[src/rtl/cam_cap_pkg.sv]
package cam_cap_pkg;

    typedef enum logic [1:0] {
        ST_OFF,
        ST_SKIP,
        ST_ARM,
        ST_CAPTURE
    } cap_state_t;

endpackage

[src/rtl/cam_frame_fsm.sv]
module cam_frame_fsm
    import cam_cap_pkg::*;
#(
    parameter int SKIP_FRAMES = 2
) (
    input  logic clk,
    input  logic rst_n,
    input  logic enable,
    input  logic config_done,
    input  logic frame_start,
    input  logic frame_end,
    output logic capture_on,
    output logic addr_clr,
    output logic done_set
);

    localparam int SK_W = (SKIP_FRAMES > 1) ? $clog2(SKIP_FRAMES + 1) : 1;
    localparam logic [SK_W-1:0] SK_LAST = SK_W'((SKIP_FRAMES > 0) ? SKIP_FRAMES - 1 : 0);

    cap_state_t        state_q, state_d;
    logic [SK_W-1:0]   skip_q;

    // state register and discard counter
    always_ff @(posedge clk or negedge rst_n) begin
        if (!rst_n) begin
            state_q <= ST_OFF;
            skip_q  <= '0;
        end else begin
            state_q <= state_d;
            if (state_q != ST_SKIP)
                skip_q <= '0;
            else if (frame_end)
                skip_q <= skip_q + 1'b1;
        end
    end

    // next state and outputs
    always_comb begin
        state_d    = state_q;
        capture_on = 1'b0;
        addr_clr   = 1'b0;
        done_set   = 1'b0;
        unique case (state_q)
            ST_OFF: begin
                state_d = (SKIP_FRAMES == 0) ? ST_ARM : ST_SKIP;
            end
            ST_SKIP: begin
                if (frame_end && skip_q == SK_LAST)
                    state_d = ST_ARM;
            end
            ST_ARM: begin
                if (frame_start) begin
                    addr_clr = 1'b1;
                    state_d  = ST_CAPTURE;
                end
            end
            ST_CAPTURE: begin
                capture_on = 1'b1;
                if (frame_end) begin
                    done_set = 1'b1;
                    state_d  = ST_ARM;
                end
            end
            default: state_d = ST_OFF;
        endcase
        if (!enable || !config_done)
            state_d = ST_OFF;
    end

endmodule

[src/rtl/cam_pair_pack.sv]
module cam_pair_pack #(
    parameter int BYTE_W = 8
) (
    input  logic              clk,
    input  logic              rst_n,
    input  logic              cap_en,
    input  logic [BYTE_W-1:0] din,
    output logic              pair_vld,
    output logic [2*BYTE_W-1:0] pixel
);

    logic              phase_q;
    logic [BYTE_W-1:0] hi_q;

    always_ff @(posedge clk or negedge rst_n) begin
        if (!rst_n) begin
            phase_q <= 1'b0;
            hi_q    <= '0;
        end else if (!cap_en) begin
            phase_q <= 1'b0;
        end else if (!phase_q) begin
            hi_q    <= din;
            phase_q <= 1'b1;
        end else begin
            phase_q <= 1'b0;
        end
    end

    always_comb begin
        pair_vld = cap_en & phase_q;
        pixel    = {hi_q, din};
    end

endmodule

[src/rtl/cam_addr_gen.sv]
module cam_addr_gen #(
    parameter int DEPTH  = 76800,
    parameter int ADDR_W = $clog2(DEPTH)
) (
    input  logic              clk,
    input  logic              rst_n,
    input  logic              clr,
    input  logic              adv,
    output logic [ADDR_W-1:0] addr,
    output logic              full
);

    localparam logic [ADDR_W-1:0] LAST = ADDR_W'(DEPTH - 1);

    always_ff @(posedge clk or negedge rst_n) begin
        if (!rst_n) begin
            addr <= '0;
            full <= 1'b0;
        end else if (clr) begin
            addr <= '0;
            full <= 1'b0;
        end else if (adv && !full) begin
            if (addr == LAST)
                full <= 1'b1;
            else
                addr <= addr + 1'b1;
        end
    end

endmodule

[src/rtl/cam_pair_writer.sv]
module cam_pair_writer #(
    parameter int H_PIX            = 320,
    parameter int V_LINES          = 240,
    parameter int SKIP_FRAMES      = 2,
    parameter bit FRAME_ACTIVE_LOW = 1'b1,
    parameter int BYTE_W           = 8,
    localparam int DEPTH           = H_PIX * V_LINES,
    localparam int ADDR_W          = $clog2(DEPTH),
    localparam int PIX_W           = 2 * BYTE_W
) (
    input  logic              pclk,
    input  logic              rst_n,
    input  logic              enable,
    input  logic              config_done,
    input  logic              frm_sync,
    input  logic              line_vld,
    input  logic [BYTE_W-1:0] din,
    output logic              wr_en,
    output logic [ADDR_W-1:0] wr_addr,
    output logic [PIX_W-1:0]  wr_data,
    output logic              frame_done
);

    logic frm_act, frm_act_q, frame_start, frame_end;
    logic capture_on, addr_clr, done_set;
    logic cap_en, pair_vld, full, wr_go;
    logic [PIX_W-1:0]  pixel;
    logic [ADDR_W-1:0] addr;

    assign frm_act = FRAME_ACTIVE_LOW ? ~frm_sync : frm_sync;

    always_ff @(posedge pclk or negedge rst_n) begin
        if (!rst_n) frm_act_q <= 1'b0;
        else        frm_act_q <= frm_act;
    end

    assign frame_start = frm_act & ~frm_act_q;
    assign frame_end   = ~frm_act & frm_act_q;

    cam_frame_fsm #(
        .SKIP_FRAMES (SKIP_FRAMES)
    ) u_fsm (
        .clk         (pclk),
        .rst_n       (rst_n),
        .enable      (enable),
        .config_done (config_done),
        .frame_start (frame_start),
        .frame_end   (frame_end),
        .capture_on  (capture_on),
        .addr_clr    (addr_clr),
        .done_set    (done_set)
    );

    assign cap_en = capture_on & frm_act & line_vld;

    cam_pair_pack #(
        .BYTE_W (BYTE_W)
    ) u_pack (
        .clk      (pclk),
        .rst_n    (rst_n),
        .cap_en   (cap_en),
        .din      (din),
        .pair_vld (pair_vld),
        .pixel    (pixel)
    );

    cam_addr_gen #(
        .DEPTH  (DEPTH),
        .ADDR_W (ADDR_W)
    ) u_addr (
        .clk   (pclk),
        .rst_n (rst_n),
        .clr   (addr_clr),
        .adv   (pair_vld),
        .addr  (addr),
        .full  (full)
    );

    assign wr_go = pair_vld & ~full;

    always_ff @(posedge pclk or negedge rst_n) begin
        if (!rst_n) begin
            wr_en      <= 1'b0;
            wr_addr    <= '0;
            wr_data    <= '0;
            frame_done <= 1'b0;
        end else begin
            wr_en      <= wr_go;
            frame_done <= done_set;
            if (wr_go) begin
                wr_addr <= addr;
                wr_data <= pixel;
            end
        end
    end

endmodule

[config.mk]
export PLATFORM = sky130hd
export DESIGN_NAME = cam_pair_writer
export DESIGN_NICKNAME = d
export VERILOG_FILES = /design/src/rtl/cam_cap_pkg.sv /design/src/rtl/cam_frame_fsm.sv /design/src/rtl/cam_pair_pack.sv /design/src/rtl/cam_addr_gen.sv /design/src/rtl/cam_pair_writer.sv
export SDC_FILE = /design/constraint.sdc
export NUM_CORES = 1
export LEC_CHECK = 0
export BUFFER_PORTS_ARGS = -buffer_cell sky130_fd_sc_hd__buf_2
export CAP_MARGIN = 40
export CORE_MARGIN = 2
export CORE_UTILIZATION = 50
export CTS_CLUSTER_DIAMETER = 80
export DETAILED_ROUTE_END_ITERATION = 6
export PLACE_DENSITY = 0.78
export SLEW_MARGIN = 15
export SYNTH_ARGS = -nofsm -noshare
export SYNTH_HDL_FRONTEND = slang
export SYNTH_HIERARCHICAL = 1
export SYNTH_SLANG_ARGS = --single-unit
[constraint.sdc]
create_clock -name pclk -period 2.5 [get_ports pclk]
set_input_delay 0.25 -clock pclk [delete_from_list [all_inputs] [get_ports pclk]]
set_output_delay 0.25 -clock pclk [all_outputs]
set_load 0.1 [all_outputs]
* Word-level counts from Yosys, hierarchy flattened
Index checks and enable logic that the tools add are counted.
** Storage, ports and cells
- Bits in registers :: 67
- Input port bits :: 14
- Output and inout bits :: 35
- Logic and storage cells :: 67
** Cells by class
- $add $sub $neg :: 2
- Eq/ne operators :: 10
- Muxes and demuxes :: 20
- Bitwise gates (word level) :: 10
- Reduce and logical (&&, ||, !) cells :: 14
** Operator list (number)
- $mux 17 :: 3
- $add 17x1->17 const B :: 1
- $eq 17x17->1 const B :: 1
- $mux 2 :: 6
- $mux 1 :: 10
- $pmux 2 s4 :: 1
- $and 1x1->1 :: 6
- $ne 3x1->1 const B :: 2
- $reduce_and 2->1 :: 3
- $reduce_bool 2->1 :: 3
- $eq 2x1->1 const B :: 2
- $eq 2x2->1 const B :: 2
- $not 1->1 :: 4
- $logic_not 1->1 :: 3
- $ne 3x2->1 const B :: 1
- $reduce_and 3->1 :: 1
- $add 2x1->2 const B :: 1
- $logic_and 1x1->1 :: 2
- $logic_not 2->1 :: 1
- $ne 2x1->1 const B :: 1
- $ne 2x2->1 const B :: 1
- $logic_or 1x1->1 :: 1

* Depth between registers and ports, before layout
Gate-level depths: netlist (run 1).
- Word-level depth :: 8
- Depth in mapped cells :: 8

* By module
Netlist (run 1), hierarchy kept.
** Modules (own cells, without submodules)
- cam_pair_writer :: times used 1, cells each 78, area an instance 1486.4 um^2, seq. area each 900.9 um^2
- cam_addr_gen :: times used 1, cells each 116, area an instance 1066.0 um^2, seq. area each 450.4 um^2
- cam_pair_pack :: times used 1, cells each 28, area an instance 437.9 um^2, seq. area each 225.2 um^2
- cam_frame_fsm :: times used 1, cells each 22, area an instance 215.2 um^2, seq. area each 100.1 um^2

* Worst setup path after synthesis (run 1)
OpenSTA, ideal clock, no wires.
- Path kind :: reg-to-reg
- From :: register u_fsm.state_q[0]
- To :: register u_addr.addr[15]
- Setup time :: 0.125 ns
- Data arrival time :: 1.885 ns
- Required time :: 2.375 ns
- Path slack :: 0.490 ns
- Cell stages (with the launch flop) :: 8
- Path buffers :: 0
- Clock period less this slack :: 2.010 ns
- Path through :: dfrtp_1 and2_1 and3_1 and2_2 nor2b_1 nand4_1 nor4_1 mux2_2
** Between the ends
- Word-level cells in the longest chain between the ends :: 8
** RTL lines
- start: declaration :: RTL line cam_frame_fsm.sv:20 : cap_state_t state_q, state_d;
- start signal: assignment :: RTL line cam_frame_fsm.sv:29 : state_q <= state_d;
- $eq 2x2->1 :: RTL line cam_frame_fsm.sv:43 : unique case (state_q)
- $mux 1 :: RTL line cam_frame_fsm.sv:43
- net capture_on :: RTL line cam_pair_writer.sv:25 : logic capture_on, addr_clr, done_set;
- $and 1x1->1 (2 in a row) :: RTL line cam_pair_writer.sv:54 : assign cap_en = capture_on & frm_act & line_vld;
- net cap_en :: RTL line cam_pair_writer.sv:26 : logic cap_en, pair_vld, full, wr_go;
- $and 1x1->1 :: RTL line cam_pair_pack.sv:30 : pair_vld = cap_en & phase_q;
- net pair_vld :: RTL line cam_pair_writer.sv:26
- $logic_and 1x1->1 :: RTL line cam_addr_gen.sv:22 : end else if (adv && !full) begin
- $reduce_bool 2->1 (no line)
- $reduce_and 2->1 (no line)
- end signal: assignment :: RTL line cam_addr_gen.sv:26 : addr <= addr + 1'b1;
- end: declaration :: RTL line cam_addr_gen.sv:9 : output logic [ADDR_W-1:0] addr,
The timed path passes the listed nets, and every way through them passes these cells.
A chain may end at the register's enable or synchronous reset.

* Final worst setup path (run 1)
Ends and elaborated chain as after synthesis.

==> results.toml, run 1 <==
[status]
status = "completed"

[die]
rows = 29
die-area_um2 = 7070
die_x_um = 84.1
core_area_um2 = 6280
die_y_um = 84.1
top_level_ports = 49
start_util_pct = 51.1

[sta]
hold_viol = 0
setup_viol = 0
finalCritPeriodShare_pct = 83.1
slew_viol_final = 0
tns_ps = 0
fin_crit_ps = 2080
layout_setup_ws_ps = 422
final.setup_skew_ps = 6.23
fmax_mhz = 481
tightest_slew_ps = 642
slew_headroom_pct = 57.2
whs_ps = 99.1
rsz0062_at_grt = "false"

[cts]
cts_hold_buf = 1
path_clk_slew_ps = 70
clkSinkCount = 67
htree_levels = 3
clkLatencyLatePin_ps = 350
cts_tree = "built"
post-cts-setup-buffer-count = 0
cts-resized-gates = 0
cts_buffers = 9
root_buffer = "clkbuf_8"
clockBufferDepth = 2

[drt]
ant_nets = 0
wl_per_cell_um = 15.4
drc = 0
drt_iter0_markers = 110
viasPerCell = 5.39
wirelength_um = 5730
via_count = 2010
firstDrtPassIters = 4

[grt]
grt_pass1_vias = 1971
grt_pass1_wl_um = 9720
grt-ovfl-total = 0
grt_max_degree = 41
track_usage_pct = 17.7
antenna_found_initial = 0

[finish]
multi_input_area_um2 = 1340
area_growth_pct = 13.1
n_antenna_cell = 0
finalNonFillerCells = 373
nFillCells = 507
postLayoutCoreUtil_pct = 57.8
ff_latch_area_um2 = 1680
postLayoutCellArea_um2 = 3630
nets = 307
drive_gt1_share_pct = 42.6

[synthesis]
synth_top_area_cell = "dfrtp_1"
netlist_top_cells_area = "dfrtp_1, mux2_4, mux2_2, nor2_1, nor2b_1"
syn_area_um2 = 3210
avgSynthCellArea_um2 = 13.1
yosysWarnings = 6
yosysUniqueCellTypes = 39
synth-xor-area-share_pct = 0.273
syn-num-nets = 260
synth_top_area_share_pct = 52.3
synth-adder-area-share_pct = 0.781
synth_compound_area_share_pct = 5.15
synthMuxAreaShare_pct = 22.6
synth-seq-area-share_pct = 52.3
yosys.area_share.simple_pct = 13.0
synth_top_family_by_area = "multiplexers"
netlist_instances = 244
ys_ff_latch = 67

[placed_design]
dpl_cell_area_um2 = 3450
place_congestion = 0.807
post-place-ws_ps = 438
hpwlAfterDp_um = 3830
dp_cells = 356
io_buffers = 48

[critical_path]
cp-start-kind = "flop"
cp.arrival_ps = 2310
crit_path_top_delay_cell = "dfrtp_1"
crit_path_max_fanout = 7
crit_chain = "and2_1 -> and3_1 -> and2_2 -> nor2b_1 -> nand4_1 -> nor4_1 -> mux2_2"
path_class = "reg -> reg"
crit_required_ps = 2740
crit_path_end_kind = "flop"
timing.critical_path.slowest_cell_delay_ps = 430

[pwr]
p_per_area_nw_per_um2 = 530
seq_power_share_pct = 56.8
p_leak_nw = 1.81
peakVddDrop_v = 0.000412
p_int_mw = 1.47
comb_power_share_pct = 2.8
p_sw_mw = 0.457
clockPowerShare_pct = 40.4
power.share.switching_pct = 23.7
power_mw = 1.92

[run]
maxCapViolations = 0

[min_path]
holdCritPathClass = "in -> reg"
[logic make-up after synthesis]
| logic type | count (synthesis) |
|---|---|
| AOI/OAI and AO/OA | 25 |
| xor gates and xnor gates | 1 |
| adders and majority gates | 2 |
| buffers and inverters | 25 |
| DFF | 67 |
| muxes | 52 |
| and+or+nand+nor | 72 |
[state kept, by name (all words and copies together) (netlist names)]
name / count
frm_act_q: 1
frame_done: 1
u_pack/hi_q: 8
wr_addr: 17
u_addr/addr: 17
u_pack/phase_q: 1
wr_en: 1
u_addr/full: 1
u_fsm/skip_q: 2
wr_data: 16
u_fsm/state_q: 2
[cells in the mapped netlist, drive strengths merged]
cell,n
and3,5
nor3,2
a211oi,3
nand2b,6
or4,5
a2111oi,2
a31oi,1
nor2,18
nand4bb,1
nand3,6
inv,6
xnor2,1
nand4,5
a311oi,2
clkbuf,5
mux2i,1
nand2,6
mux2,51
nor2b,12
buf,14
nor4b,1
dfrtp,67
o31ai,4
or3,1
nor4,1
and2,3
o21ai,1
a21oi,12
ha,2
[power groups by stage]
stage                     logic, mW  clock network (mW)  registers (mW)
after floorplan              0.0222                   0            1.11
after global placement       0.0522                   0            1.11
after detailed placement     0.0543                   0            1.11
after CTS                    0.0556               0.802            1.09
after global routing         0.0620               0.856            1.09
final                        0.0530               0.777            1.09
[worst paths after layout]
path | startpoint | to | slack [ps] | depth (start not counted)
worst max-delay path | u_fsm/state_q[0] | u_addr/addr[15] | 420 | 7
worst min-delay path | frm_sync | frm_act_q | 100 | 2
worst max register to register | u_fsm/state_q[0] | u_addr/addr[15] | 420 | 7
worst min register to register | wr_data[15] | wr_data[15] | 510 | 1
max in group asynchronous | rst_n | wr_addr[6] | 1410 | 3
min in group asynchronous | rst_n | u_pack/hi_q[1] | 460 | 2
[cell type report]
| class | count | share of cell area [%] |
|---|---|---|
| Clock buffer | 10 | 3.52 |
| Clock inverter | 6 | 1.17 |
| Tap cell | 77 | 2.66 |
| Multi-Input combinational cell | 152 | 37.0 |
| Inverter | 6 | 0.621 |
| Timing Repair Buffer | 55 | 8.83 |
| Sequential cell | 67 | 46.2 |
[placed cells by master (no fill, tap or decap), types with 5 or more instances in the layout]
master	n
nand2_1	6
nand2b_1	6
clkbuf_8	9
dfrtp_1	67
mux2_4	37
buf_2	48
nor2b_1	10
nand3_1	6
nor2_1	18
mux2_2	14
or4_1	5
a21oi_1	12
inv_1	6
[worst max-delay path: cells and delay by family, from the launching register on]
family | cells | cell delay (ps)
simple gates | 6 | 1170
flops | 1 | 430
mux | 1 | 370
[routing by layer]
layer,vias up,wire length [um],track usage (%)
met5,-,0,0
met4,0,155,8.94
met3,13,297,5.34
met2,60,2740,26.5
met1,983,2540,23.4
li1,954,-,-
Power figures use the tool's default switching activity.
==> run 2, diff against run 1 <==
- PLACE_DENSITY: 0.78 -> 0.8
- clock period: 2.5 -> 1.8 ns (I/O delays scaled with it)
==> run 2 against run 1 <==
Effect of this change:
- the flow now finishes with violations (setup timing)
- global-route usage is 2.3 points higher
- fmax is 3.3% higher
- highest routed layer unchanged
- combinational power is 71% higher
- first-iteration DRC count is 130% higher
- critical path type unchanged
- routed wire length is 37% higher
- die area stayed put
- core utilization is 8.3 points higher
- clock power is 67% higher
- cell area is 14% higher
==> results.toml, run 2 (same netlist as run 1, synthesis figures left out) <==
[sta]
hold_viol = 0
fmax_mhz = 497
slew_headroom_pct = 65.0
tightest_slew_ps = 524
fin_crit_ps = 2010
tns_ps = -4340
slew_viol_final = 0
rsz0062_at_grt = "true"
layout_setup_ws_ps = -211
final.setup_skew_ps = 12.1
finalCritPeriodShare_pct = 112
setup_viol = 46

[critical_path]
cpLargestDelayFamily = "simple AND/OR/NAND/NOR gates"
crit_path_end_kind = "flop"
timing.critical_path.slowest_cell_delay_ps = 360
crit_chain = "and2_4 -> and3_4 -> and2_4 -> nor2b_4 -> buf_4 -> nand3_1 -> a211oi_2 -> mux2_4"
crit_top_cell = "and2_4"
path_class = "reg -> reg"
cp-start-kind = "flop"
cp.arrival_ps = 2250
crit_required_ps = 2040
crit_path_max_fanout = 3
cp.buffers_inverters = 1
crit_path_top_delay_cell = "dfrtp_1"

[placed_design]
place_congestion = 0.797
dp_cells = 383
hpwlAfterDp_um = 4420
io_buffers = 48

[cts]
root_buffer = "clkbuf_8"
clkSinkCount = 67
htree_levels = 3
clkLatencyLatePin_ps = 350
clockBufferDepth = 2
cts_buffers = 9
path_clk_slew_ps = 80
cts_tree = "built"

[pwr]
power_mw = 2.90
comb_power_share_pct = 3.1
clockPowerShare_pct = 44.7
power.share.switching_pct = 23.3
seq_power_share_pct = 52.2
p_leak_nw = 2.04
p_int_mw = 2.23
p_per_area_nw_per_um2 = 700
peakVddDrop_v = 0.000468
p_sw_mw = 0.676

[drt]
ant_nets = 0
viasPerCell = 5.66
via_count = 2309
drt_iter0_markers = 258
drc = 0
firstDrtPassIters = 5
wl_per_cell_um = 19.3
wirelength_um = 7850

[finish]
nFillCells = 419
reg_top3 = "u_addr/addr (17), wr_addr (17), wr_data (16)"
drive_gt1_share_pct = 55.3
postLayoutCoreUtil_pct = 66.1
area_growth_pct = 29.4
n_antenna_cell = 0
final_common_cell = "dfrtp_1"
nets = 342
layout_common_cells = "dfrtp_1, buf_2, mux2_4, buf_4, nor2_1"
finalNonFillerCells = 408

[min_path]
holdCritPathClass = "in -> reg"

[status]
status = "complete, but fails checks"
violations = "setup timing"

[die]
rows = 29
die_y_um = 84.1
die-area_um2 = 7070
core_area_um2 = 6280
start_util_pct = 51.1
die_x_um = 84.1
top_level_ports = 49

[grt]
antenna_found_initial = 0
grt-ovfl-total = 0
grt_max_degree = 48
track_usage_pct = 20.1
grt_pass1_vias = 2237
grt_pass1_wl_um = 11000

[run]
maxCapViolations = 0
## run 2: what timing repair did
item                                    CTS  global route
gates cloned                              0             3
endpoints found under the setup margin   10            49
buffers inserted                          2             3
gates resized for setup                   9            23
hold buffers                              1             0
hold endpoints to repair                 20             0
pin swaps                                 2             6
## run 2: power groups by stage
| stage | Combinational [mW] | Clock [mW] | Sequential [mW] |
|---|---|---|---|
| global route | 0.102 | 1.38 | 1.52 |
| detailed placement | 0.0823 | 0 | 1.54 |
| global placement | 0.0786 | 0 | 1.54 |
| CTS | 0.0863 | 1.30 | 1.52 |
| floorplan | 0.0309 | 0 | 1.55 |
| finish | 0.0908 | 1.30 | 1.52 |
## run 2: final cells by class
type                            count  area, um2  share of cell area, %
Clock inverter                      5       61.3                   1.48
Tap cell                           77       96.3                   2.32
Sequential cell                    67       1680                   40.5
Multi-Input combinational cell    152       1480                   35.8
Inverter                            6       22.5                  0.543
Timing Repair Buffer               90        664                   16.0
Clock buffer                       11        141                   3.41
## run 2: final timing paths
path | from | endpoint | slack [ps] | cells after the start
setup / recovery | u_fsm/state_q[0] | u_addr/addr[9] | -210 | 8
hold / removal | frm_sync | frm_act_q | 20 | 2
setup reg to reg | u_fsm/state_q[0] | u_addr/addr[9] | -210 | 8
hold reg to reg | wr_addr[3] | wr_addr[3] | 510 | 1
max in group asynchronous | rst_n | u_addr/addr[10] | 840 | 3
min in group asynchronous | rst_n | frm_act_q | 330 | 2
## run 2: through the flow
step                hold WS [ps]  setup WS, ps  area, um2
finish                      19.9          -211       4150
global route                11.4          -266       4150
CTS                         6.18         -35.3       3950
detailed placement           187         -88.9       3680
global placement             173          34.0       3680
floorplan                   -116         -99.0       3220
## run 2: layer usage
layer,part of all wire (%),track usage (%)
met1,40,26.0
met4,3.2,7.48
met2,51,31.3
met3,6.0,6.82
met5,0,0
